$ cat src/rtl/bt_pkg.sv
// Shared types for the base timer: count mode codes and pending reset flags.
package bt_pkg;
    typedef enum logic [1:0] {
        BT_UP   = 2'd0,
        BT_UPDN = 2'd1,
        BT_QUAD = 2'd2,
        BT_RSVD = 2'd3
    } bt_mode_e;

    typedef struct packed {
        logic sw;
        logic cmp;
        logic pin;
    } bt_pend_t;
endpackage

$ cat src/rtl/bt_pin_filter.sv
// Synchronizes the active-low reset pin and qualifies it on count-enable
// samples. det_o fires once per low period, on the QUAL-th consecutive low
// sample that follows a high sample. Assumes QUAL >= 2 and SYNC >= 1.
module bt_pin_filter #(
    parameter int SYNC = 2,
    parameter int QUAL = 2
) (
    input  logic clk,
    input  logic rst_n,
    input  logic en_i,
    input  logic pin_n_i,
    output logic det_o
);
    logic [SYNC-1:0] sync_q;
    logic [QUAL-1:0] hist_q;
    logic            lvl;

    // Synchronizer chain, idle-high after reset.
    for (genvar g = 0; g < SYNC; g++) begin : g_sync
        always_ff @(posedge clk) begin
            if (!rst_n) begin
                sync_q[g] <= 1'b1;
            end else if (g == 0) begin
                sync_q[g] <= pin_n_i;
            end else begin
                sync_q[g] <= sync_q[(g == 0) ? 0 : g - 1];
            end
        end
    end

    assign lvl   = sync_q[SYNC-1];
    assign det_o = en_i & ~lvl & hist_q[QUAL-1] & ~(|hist_q[QUAL-2:0]);

    // History of enabled samples, newest in bit 0.
    always_ff @(posedge clk) begin
        if (!rst_n) begin
            hist_q <= '1;
        end else if (en_i) begin
            hist_q <= {hist_q[QUAL-2:0], lvl};
        end
    end


    det_once_chk: assert property (@(posedge clk) disable iff (!rst_n)
        det_o |=> !det_o);
endmodule

$ cat src/rtl/bt_quad_dec.sv
// Two-phase decoder. Samples {a,b} on enabled cycles and reports a single
// step when the pair moves one position along 00-10-11-01. Assumes the
// phase inputs are already synchronous to clk.
module bt_quad_dec (
    input  logic clk,
    input  logic rst_n,
    input  logic en_i,
    input  logic pha_i,
    input  logic phb_i,
    output logic step_o,
    output logic up_o
);
    logic [1:0] prev_q;
    logic [1:0] pos_now, pos_old, delta;

    // Position of a phase pair along the forward sequence.
    function automatic logic [1:0] pos_of(input logic [1:0] ab);
        return {ab[0], ab[1] ^ ab[0]};
    endfunction

    // Step and direction from the position difference.
    always_comb begin
        pos_now = pos_of({pha_i, phb_i});
        pos_old = pos_of(prev_q);
        delta   = pos_now - pos_old;
        step_o  = en_i & delta[0];
        up_o    = (delta == 2'd1);
    end

    // Remember the last enabled sample.
    always_ff @(posedge clk) begin
        if (!rst_n) begin
            prev_q <= 2'b00;
        end else if (en_i) begin
            prev_q <= {pha_i, phb_i};
        end
    end


    quad_step_move_chk: assert property (@(posedge clk) disable iff (!rst_n)
        step_o |=> (prev_q != $past(prev_q)));
endmodule

$ cat src/rtl/bt_count_core.sv
// Count register, direction register, pending reset sources and interrupt
// pulses. Resets are latched and applied on the next enabled cycle, where
// they replace the count step. Assumes mode_i is static outside rst_n.
module bt_count_core
    import bt_pkg::*;
#(
    parameter int W = 16
) (
    input  logic         clk,
    input  logic         rst_n,
    input  logic         cnt_en_i,
    input  logic [1:0]   mode_i,
    input  logic         dir_wr_i,
    input  logic         dir_i,
    input  logic         sw_rst_i,
    input  logic         cmp_en_i,
    input  logic [W-1:0] cmp_val_i,
    input  logic         pin_det_i,
    input  logic         q_step_i,
    input  logic         q_up_i,
    output logic [W-1:0] count_o,
    output logic         dir_o,
    output logic         irq_o,
    output logic         pin_irq_o
);
    localparam logic [W-1:0] CNT_ZERO = '0;
    localparam logic [W-1:0] CNT_ONES = '1;

    bt_mode_e     mode;
    logic         is_up, is_updn, is_quad;
    bt_pend_t     pend_q, pend_d;
    logic [W-1:0] count_q, count_d, stepped, rst_val;
    logic         dir_q, dir_d, irq_q, irq_d, pin_irq_q, pin_irq_d;
    logic         apply, step_en, step_up, wrap, cmp_hit;

    assign mode    = bt_mode_e'(mode_i);
    assign is_quad = (mode == BT_QUAD);
    assign is_updn = (mode == BT_UPDN);
    assign is_up   = !is_quad && !is_updn;
    assign apply   = cnt_en_i & (pend_q.sw | pend_q.cmp | pend_q.pin);

    // Select step enable and direction for the active mode.
    always_comb begin
        step_en = is_quad ? q_step_i : cnt_en_i;
        step_up = is_up ? 1'b1 : (is_updn ? !dir_q : q_up_i);
        stepped = step_up ? count_q + 1'b1 : count_q - 1'b1;
        wrap    = step_en & (step_up ? (count_q == CNT_ONES) : (count_q == CNT_ZERO));
        cmp_hit = !apply & step_en & cmp_en_i & (stepped == cmp_val_i);
    end

    // Count value loaded by a reset, by mode and direction.
    always_comb begin
        if (is_updn) begin
            rst_val = dir_q ? CNT_ZERO : count_q;
        end else if (is_quad) begin
            rst_val = dir_q ? count_q : CNT_ZERO;
        end else begin
            rst_val = CNT_ZERO;
        end
    end

    // Next-state for count, direction, pending flags and pulses.
    always_comb begin
        count_d    = apply ? rst_val : (step_en ? stepped : count_q);
        pend_d.sw  = (pend_q.sw  & !apply) | sw_rst_i;
        pend_d.cmp = (pend_q.cmp & !apply) | cmp_hit;
        pend_d.pin = (pend_q.pin & !apply) | pin_det_i;
        irq_d      = (apply & (pend_q.sw | pend_q.cmp)) | (!apply & wrap);
        pin_irq_d  = apply & pend_q.pin;
        if (is_up) begin
            dir_d = 1'b0;
        end else if (is_updn) begin
            dir_d = apply ? 1'b1 : (dir_wr_i ? dir_i : dir_q);
        end else begin
            dir_d = (!apply && step_en) ? !step_up : dir_q;
        end
    end

    // State registers.
    always_ff @(posedge clk) begin
        if (!rst_n) begin
            count_q   <= CNT_ZERO;
            dir_q     <= 1'b0;
            irq_q     <= 1'b0;
            pin_irq_q <= 1'b0;
            pend_q    <= '0;
        end else begin
            count_q   <= count_d;
            dir_q     <= dir_d;
            irq_q     <= irq_d;
            pin_irq_q <= pin_irq_d;
            pend_q    <= pend_d;
        end
    end

    assign count_o   = count_q;
    assign dir_o     = dir_q;
    assign irq_o     = irq_q;
    assign pin_irq_o = pin_irq_q;


    up_step_chk: assert property (@(posedge clk) disable iff (!rst_n)
        (is_up && cnt_en_i && !apply) |=> (count_q == $past(count_q) + 1'b1) && !dir_q);

    hold_when_idle_chk: assert property (@(posedge clk) disable iff (!rst_n)
        !cnt_en_i |=> (count_q == $past(count_q)));

    updn_reverse_chk: assert property (@(posedge clk) disable iff (!rst_n)
        (apply && is_updn && !dir_q) |=> dir_q && (count_q == $past(count_q)));

    updn_clear_chk: assert property (@(posedge clk) disable iff (!rst_n)
        (apply && is_updn && dir_q) |=> dir_q && (count_q == CNT_ZERO));

    quad_dir_keep_chk: assert property (@(posedge clk) disable iff (!rst_n)
        (apply && is_quad) |=> (dir_q == $past(dir_q)));

    pin_no_irq_chk: assert property (@(posedge clk) disable iff (!rst_n)
        (apply && pend_q.pin && !pend_q.sw && !pend_q.cmp) |=> !irq_q && pin_irq_q);
endmodule

$ cat src/rtl/base_timer_rst.sv
// Base timer top: pin qualifier, two-phase decoder and count core.
// Assumes pha_i/phb_i are synchronous and mode_i changes only in reset.
module base_timer_rst #(
    parameter int W    = 16,
    parameter int SYNC = 2,
    parameter int QUAL = 2
) (
    input  logic         clk,
    input  logic         rst_n,
    input  logic         cnt_en_i,
    input  logic [1:0]   mode_i,
    input  logic         dir_wr_i,
    input  logic         dir_i,
    input  logic         pha_i,
    input  logic         phb_i,
    input  logic         ext_rst_n_i,
    input  logic         sw_rst_i,
    input  logic         cmp_en_i,
    input  logic [W-1:0] cmp_val_i,
    output logic [W-1:0] count_o,
    output logic         dir_o,
    output logic         irq_o,
    output logic         pin_irq_o
);
    logic pin_det, q_step, q_up;

    bt_pin_filter #(.SYNC(SYNC), .QUAL(QUAL)) u_pin (
        .clk(clk), .rst_n(rst_n), .en_i(cnt_en_i),
        .pin_n_i(ext_rst_n_i), .det_o(pin_det)
    );

    bt_quad_dec u_quad (
        .clk(clk), .rst_n(rst_n), .en_i(cnt_en_i),
        .pha_i(pha_i), .phb_i(phb_i), .step_o(q_step), .up_o(q_up)
    );

    bt_count_core #(.W(W)) u_core (
        .clk(clk), .rst_n(rst_n), .cnt_en_i(cnt_en_i), .mode_i(mode_i),
        .dir_wr_i(dir_wr_i), .dir_i(dir_i), .sw_rst_i(sw_rst_i),
        .cmp_en_i(cmp_en_i), .cmp_val_i(cmp_val_i), .pin_det_i(pin_det),
        .q_step_i(q_step), .q_up_i(q_up), .count_o(count_o), .dir_o(dir_o),
        .irq_o(irq_o), .pin_irq_o(pin_irq_o)
    );
endmodule

$ cat config.mk
export PLATFORM = sky130hd
export DESIGN_NAME = base_timer_rst
export DESIGN_NICKNAME = d
export VERILOG_FILES = /design/src/rtl/bt_pkg.sv /design/src/rtl/bt_pin_filter.sv /design/src/rtl/bt_quad_dec.sv /design/src/rtl/bt_count_core.sv /design/src/rtl/base_timer_rst.sv
export SDC_FILE = /design/constraint.sdc
export NUM_CORES = 1
export LEC_CHECK = 0
export BUFFER_PORTS_ARGS = -buffer_cell sky130_fd_sc_hd__buf_2
export CORE_ASPECT_RATIO = 0.5
export CORE_MARGIN = 2
export CORE_UTILIZATION = 25
export CTS_CLUSTER_SIZE = 24
export DETAILED_ROUTE_END_ITERATION = 10
export REMOVE_ABC_BUFFERS = 1
export SLEW_MARGIN = 20
export SYNTH_ARGS = -nofsm -noshare
export SYNTH_HDL_FRONTEND = slang
export SYNTH_SLANG_ARGS = --single-unit
$ cat constraint.sdc
create_clock -name clk -period 7.9 [get_ports clk]
set_clock_uncertainty 0.05 [all_clocks]
set_input_delay 0.395 -clock clk [delete_from_list [all_inputs] [get_ports clk]]
set_output_delay 0.395 -clock clk [all_outputs]
set_load 0.02 [all_outputs]
==> results_dict.tcl <==
set metrics [dict create \
    drc 0 \
    finalSetupTns_ns 0 \
    grt_max_degree 27 \
    first_pass_iters 4 \
    ant_nets 0 \
    clock-sinks 28 \
    worst_pin_slew_ns 0.9020 \
    gp_congestion 0.9100 \
    synth_area_leader_cell "dfxtp_1" \
    grt_pass1_wl_um 10900 \
    place_area_um2 2650 \
    power_frac_comb_pct 40.6 \
    cpMaxStageDelayCell "nor4_2" \
    antenna_found_initial 0 \
    synth-simple-area-share_pct 29.36 \
    relSlewSlack_pct 39.37 \
    path_cells "xor2_1, ha_1, xor3_1, o311ai_4, buf_4, xnor2_1, ha_1, nor4_2, nand4_1, and4_1, a221oi_2, nand3_1, nor4_1, nand4_1, o21ai_1" \
    viasPerCell 5.235 \
    io_buffers 46 \
    synth_adder_area_share_pct 3.191 \
    crit_path_max_fanout 23 \
    diodes 0 \
    p_sw_share_pct 38.06 \
    num_vias 2403 \
    p_switching_mw 0.2099 \
    rows 24 \
    synth_top_cell_area_share_pct 23.83 \
    drv_cap 0 \
    status "finished clean" \
    htree_levels 1 \
    internal_power_mw 0.3416 \
    routed_wl_um 6766 \
    synth_xor_area_share_pct 9.947 \
    synth_mux_area_share_pct 5.106 \
    async_reset_ff_share_pct 0 \
    cts_tree "done" \
    fin_nets 377 \
    hold_buffers 0 \
    synth.cell_area_um2 2352 \
    hold_violations 0 \
    ys_warn_count 0 \
    clock_latency_ns 0.27 \
    hold_ws_ns 0.2589 \
    synth_cells 312 \
    hold_path.class "in -> reg" \
    drt-initial-drc-count 189 \
    grt_overflow_total 0 \
    ioPinCount 47 \
    ys.flop_type "dfxtp_1" \
    synth_top_family_by_area "simple AND/OR/NAND/NOR gates" \
    synth_compound_area_share_pct 22.82 \
    pwr-share-clk_pct 28.1 \
    cts_buffers 3 \
    final_area_um2 2755 \
    drive_above_1_share_pct 17.25 \
    synthTopCellsByArea "dfxtp_1, nand2_1, mux2i_1" \
    static-leakage-power_nw 1.140 \
    grt_usage_pct 13.26 \
    cts_setup_buffers 0 \
    clock_path_buffers 2 \
    critPathLaunchType "register" \
    drt-wirelength-per-cell_um 14.74 \
    core_um2 8919 \
    grt_pass1_vias 2119 \
    cts_resized 0 \
    area_growth_syn_to_layout_pct 17.13 \
    die_h_um 72.59 \
    die_w_um 141.2 \
    vdd_drop_max_mv 0.09646 \
    final_max_slew_viol_count 0 \
    dieArea_um2 10250 \
    dp_slack_ns 3.706 \
    rrSetupSlack_ns 3.78 \
    setup_ws_ns 3.781 \
    power_density_nw_per_um2 200.2 \
    max_freq_mhz 242.8 \
    finalWorstPathRequiredPeriod_ns 4.119 \
    synth_seq_cells 28 \
    cp-end-kind "register" \
    yosysSeqAreaShare_pct 23.83 \
    clk_pin_slew_ns 0.08 \
    max_stage_delay_ns 0.70 \
    rsz0062_at_grt "no" \
    syn_area_per_cell_um2 7.539 \
    cts-root-buf "clkbuf_16" \
    setup-violations-final 0 \
    synth_edf_count 0 \
    crit_required_ns 8.06 \
    synth.distinct_cells 56 \
    seqPwrFrac_pct 31.3 \
    finalCritPeriodShare_pct 52.14 \
    critical_path_class "reg -> reg" \
    start_util_pct 26.37 \
    place_hpwl_um 4985 \
    arrival_ns 4.28 \
]
[state kept, by name (all words and copies together), names as in the netlist]
signal,count
u_core.irq_o,1
u_quad.prev_q,2
u_core.dir_o,1
u_core.count_o,16
u_pin.hist_q,2
u_pin.lvl,1
u_pin.sync_q,1
u_core.pin_irq_o,1
u_core.pend_q,3
[cells in the mapped netlist, types with 2 or more instances]
cell type   n
a211o_1     2
a211oi_1    2
a21boi_0    3
a21o_1      3
a21oi_1     7
a31oi_1     6
a41oi_1     2
and2_1      4
and3_1      6
and4_1      3
buf_1       2
buf_2       3
clkbuf_1   16
dfxtp_1    28
ha_1        6
inv_1      10
mux2i_1    12
nand2_1    38
nand2b_1    4
nand3_1    15
nand4_1    10
nor2_1     16
nor2b_1     9
nor3_1     10
nor3b_1     2
nor4_1      7
o211ai_1    3
o21a_1      2
o21ai_0    19
o31ai_1     8
o32ai_1     2
or2_2       2
or3_1       5
xnor2_1    12
xor2_1     12
[power groups by stage]
stage | Clock, mW | Combinational, mW | Sequential, mW
after floorplan | 0 | 0.152 | 0.181
after global placement | 0 | 0.220 | 0.176
after detailed placement | 0 | 0.220 | 0.176
after CTS | 0.158 | 0.221 | 0.173
after global routing | 0.163 | 0.248 | 0.175
final | 0.155 | 0.224 | 0.173
[through the flow]
step | total power [mW] | util (%) | instances
CTS | 0.5520 | 30.89 | 459
global placement | 0.3960 | 29.71 | 455
detailed placement | 0.3959 | 29.71 | 455
finish | 0.5515 | 30.89 | 459
floorplan | 0.3330 | - | 290
global route | 0.5864 | 30.89 | 459
[kinds of logic (layout without fill, tap and decap cells)]
group / count (synthesis) / after routing
AOI/OAI and AO/OA: 74 / 74
and+or+nand+nor: 134 / 134
buffers and inverters: 33 / 63
adders and majority gates: 6 / 6
DFF: 28 / 28
xor gates and xnor gates: 25 / 25
muxes: 12 / 12
[metal layers]
layer	track usage [%]	share of wire (%)	vias to the layer above
met2	22.06	45	62
met1	18.35	49	1131
li1	-	-	1206
met5	0	0	-
met4	2.778	0.81	0
met3	2.165	5.0	4
[layout make-up]
type,instances,area (um2)
clock buffers,3,75.07
clock inverters,1,30.03
fillers,954,6163
inverters,11,41.29
multi-input cells,251,1657
flip-flops and latches,28,560.5
well taps,117,146.4
repair buffers,48,245.2
[final timing paths]
| kind | startpoint | endpoint | depth (start not counted) |
|---|---|---|---|
| max | u_quad.prev_q[0]$_SDFFE_PN0P_ | u_core.pend_q[1]$_SDFF_PN0_ | 15 |
| min | ext_rst_n_i | u_pin.sync_q[0]$_SDFF_PN1_ | 2 |
| max reg2reg | u_quad.prev_q[0]$_SDFFE_PN0P_ | u_core.pend_q[1]$_SDFF_PN0_ | 15 |
| min reg2reg | u_pin.sync_q[0]$_SDFF_PN1_ | u_pin.lvl$_SDFF_PN1_ | 1 |
[cell usage in the layout (no fill, tap or decap), types with 12 or more instances in the layout]
master / count
nand3_1: 15
xor2_1: 12
mux2i_1: 12
nand2_1: 38
xnor2_1: 12
buf_2: 46
o21ai_0: 19
nor2_1: 16
dfxtp_1: 28
[critical path, delay by kind of cell (launching register included)]
| family | cells | cell delay, ns |
|---|---|---|
| compound gates | 3 | 0.48 |
| simple gates | 6 | 1.83 |
| flops | 1 | 0.37 |
| fa+ha+maj | 2 | 0.46 |
| buf+inv | 1 | 0.33 |
| xor+xnor | 3 | 0.53 |
Note: power is estimated with default switching activity, not from simulation.
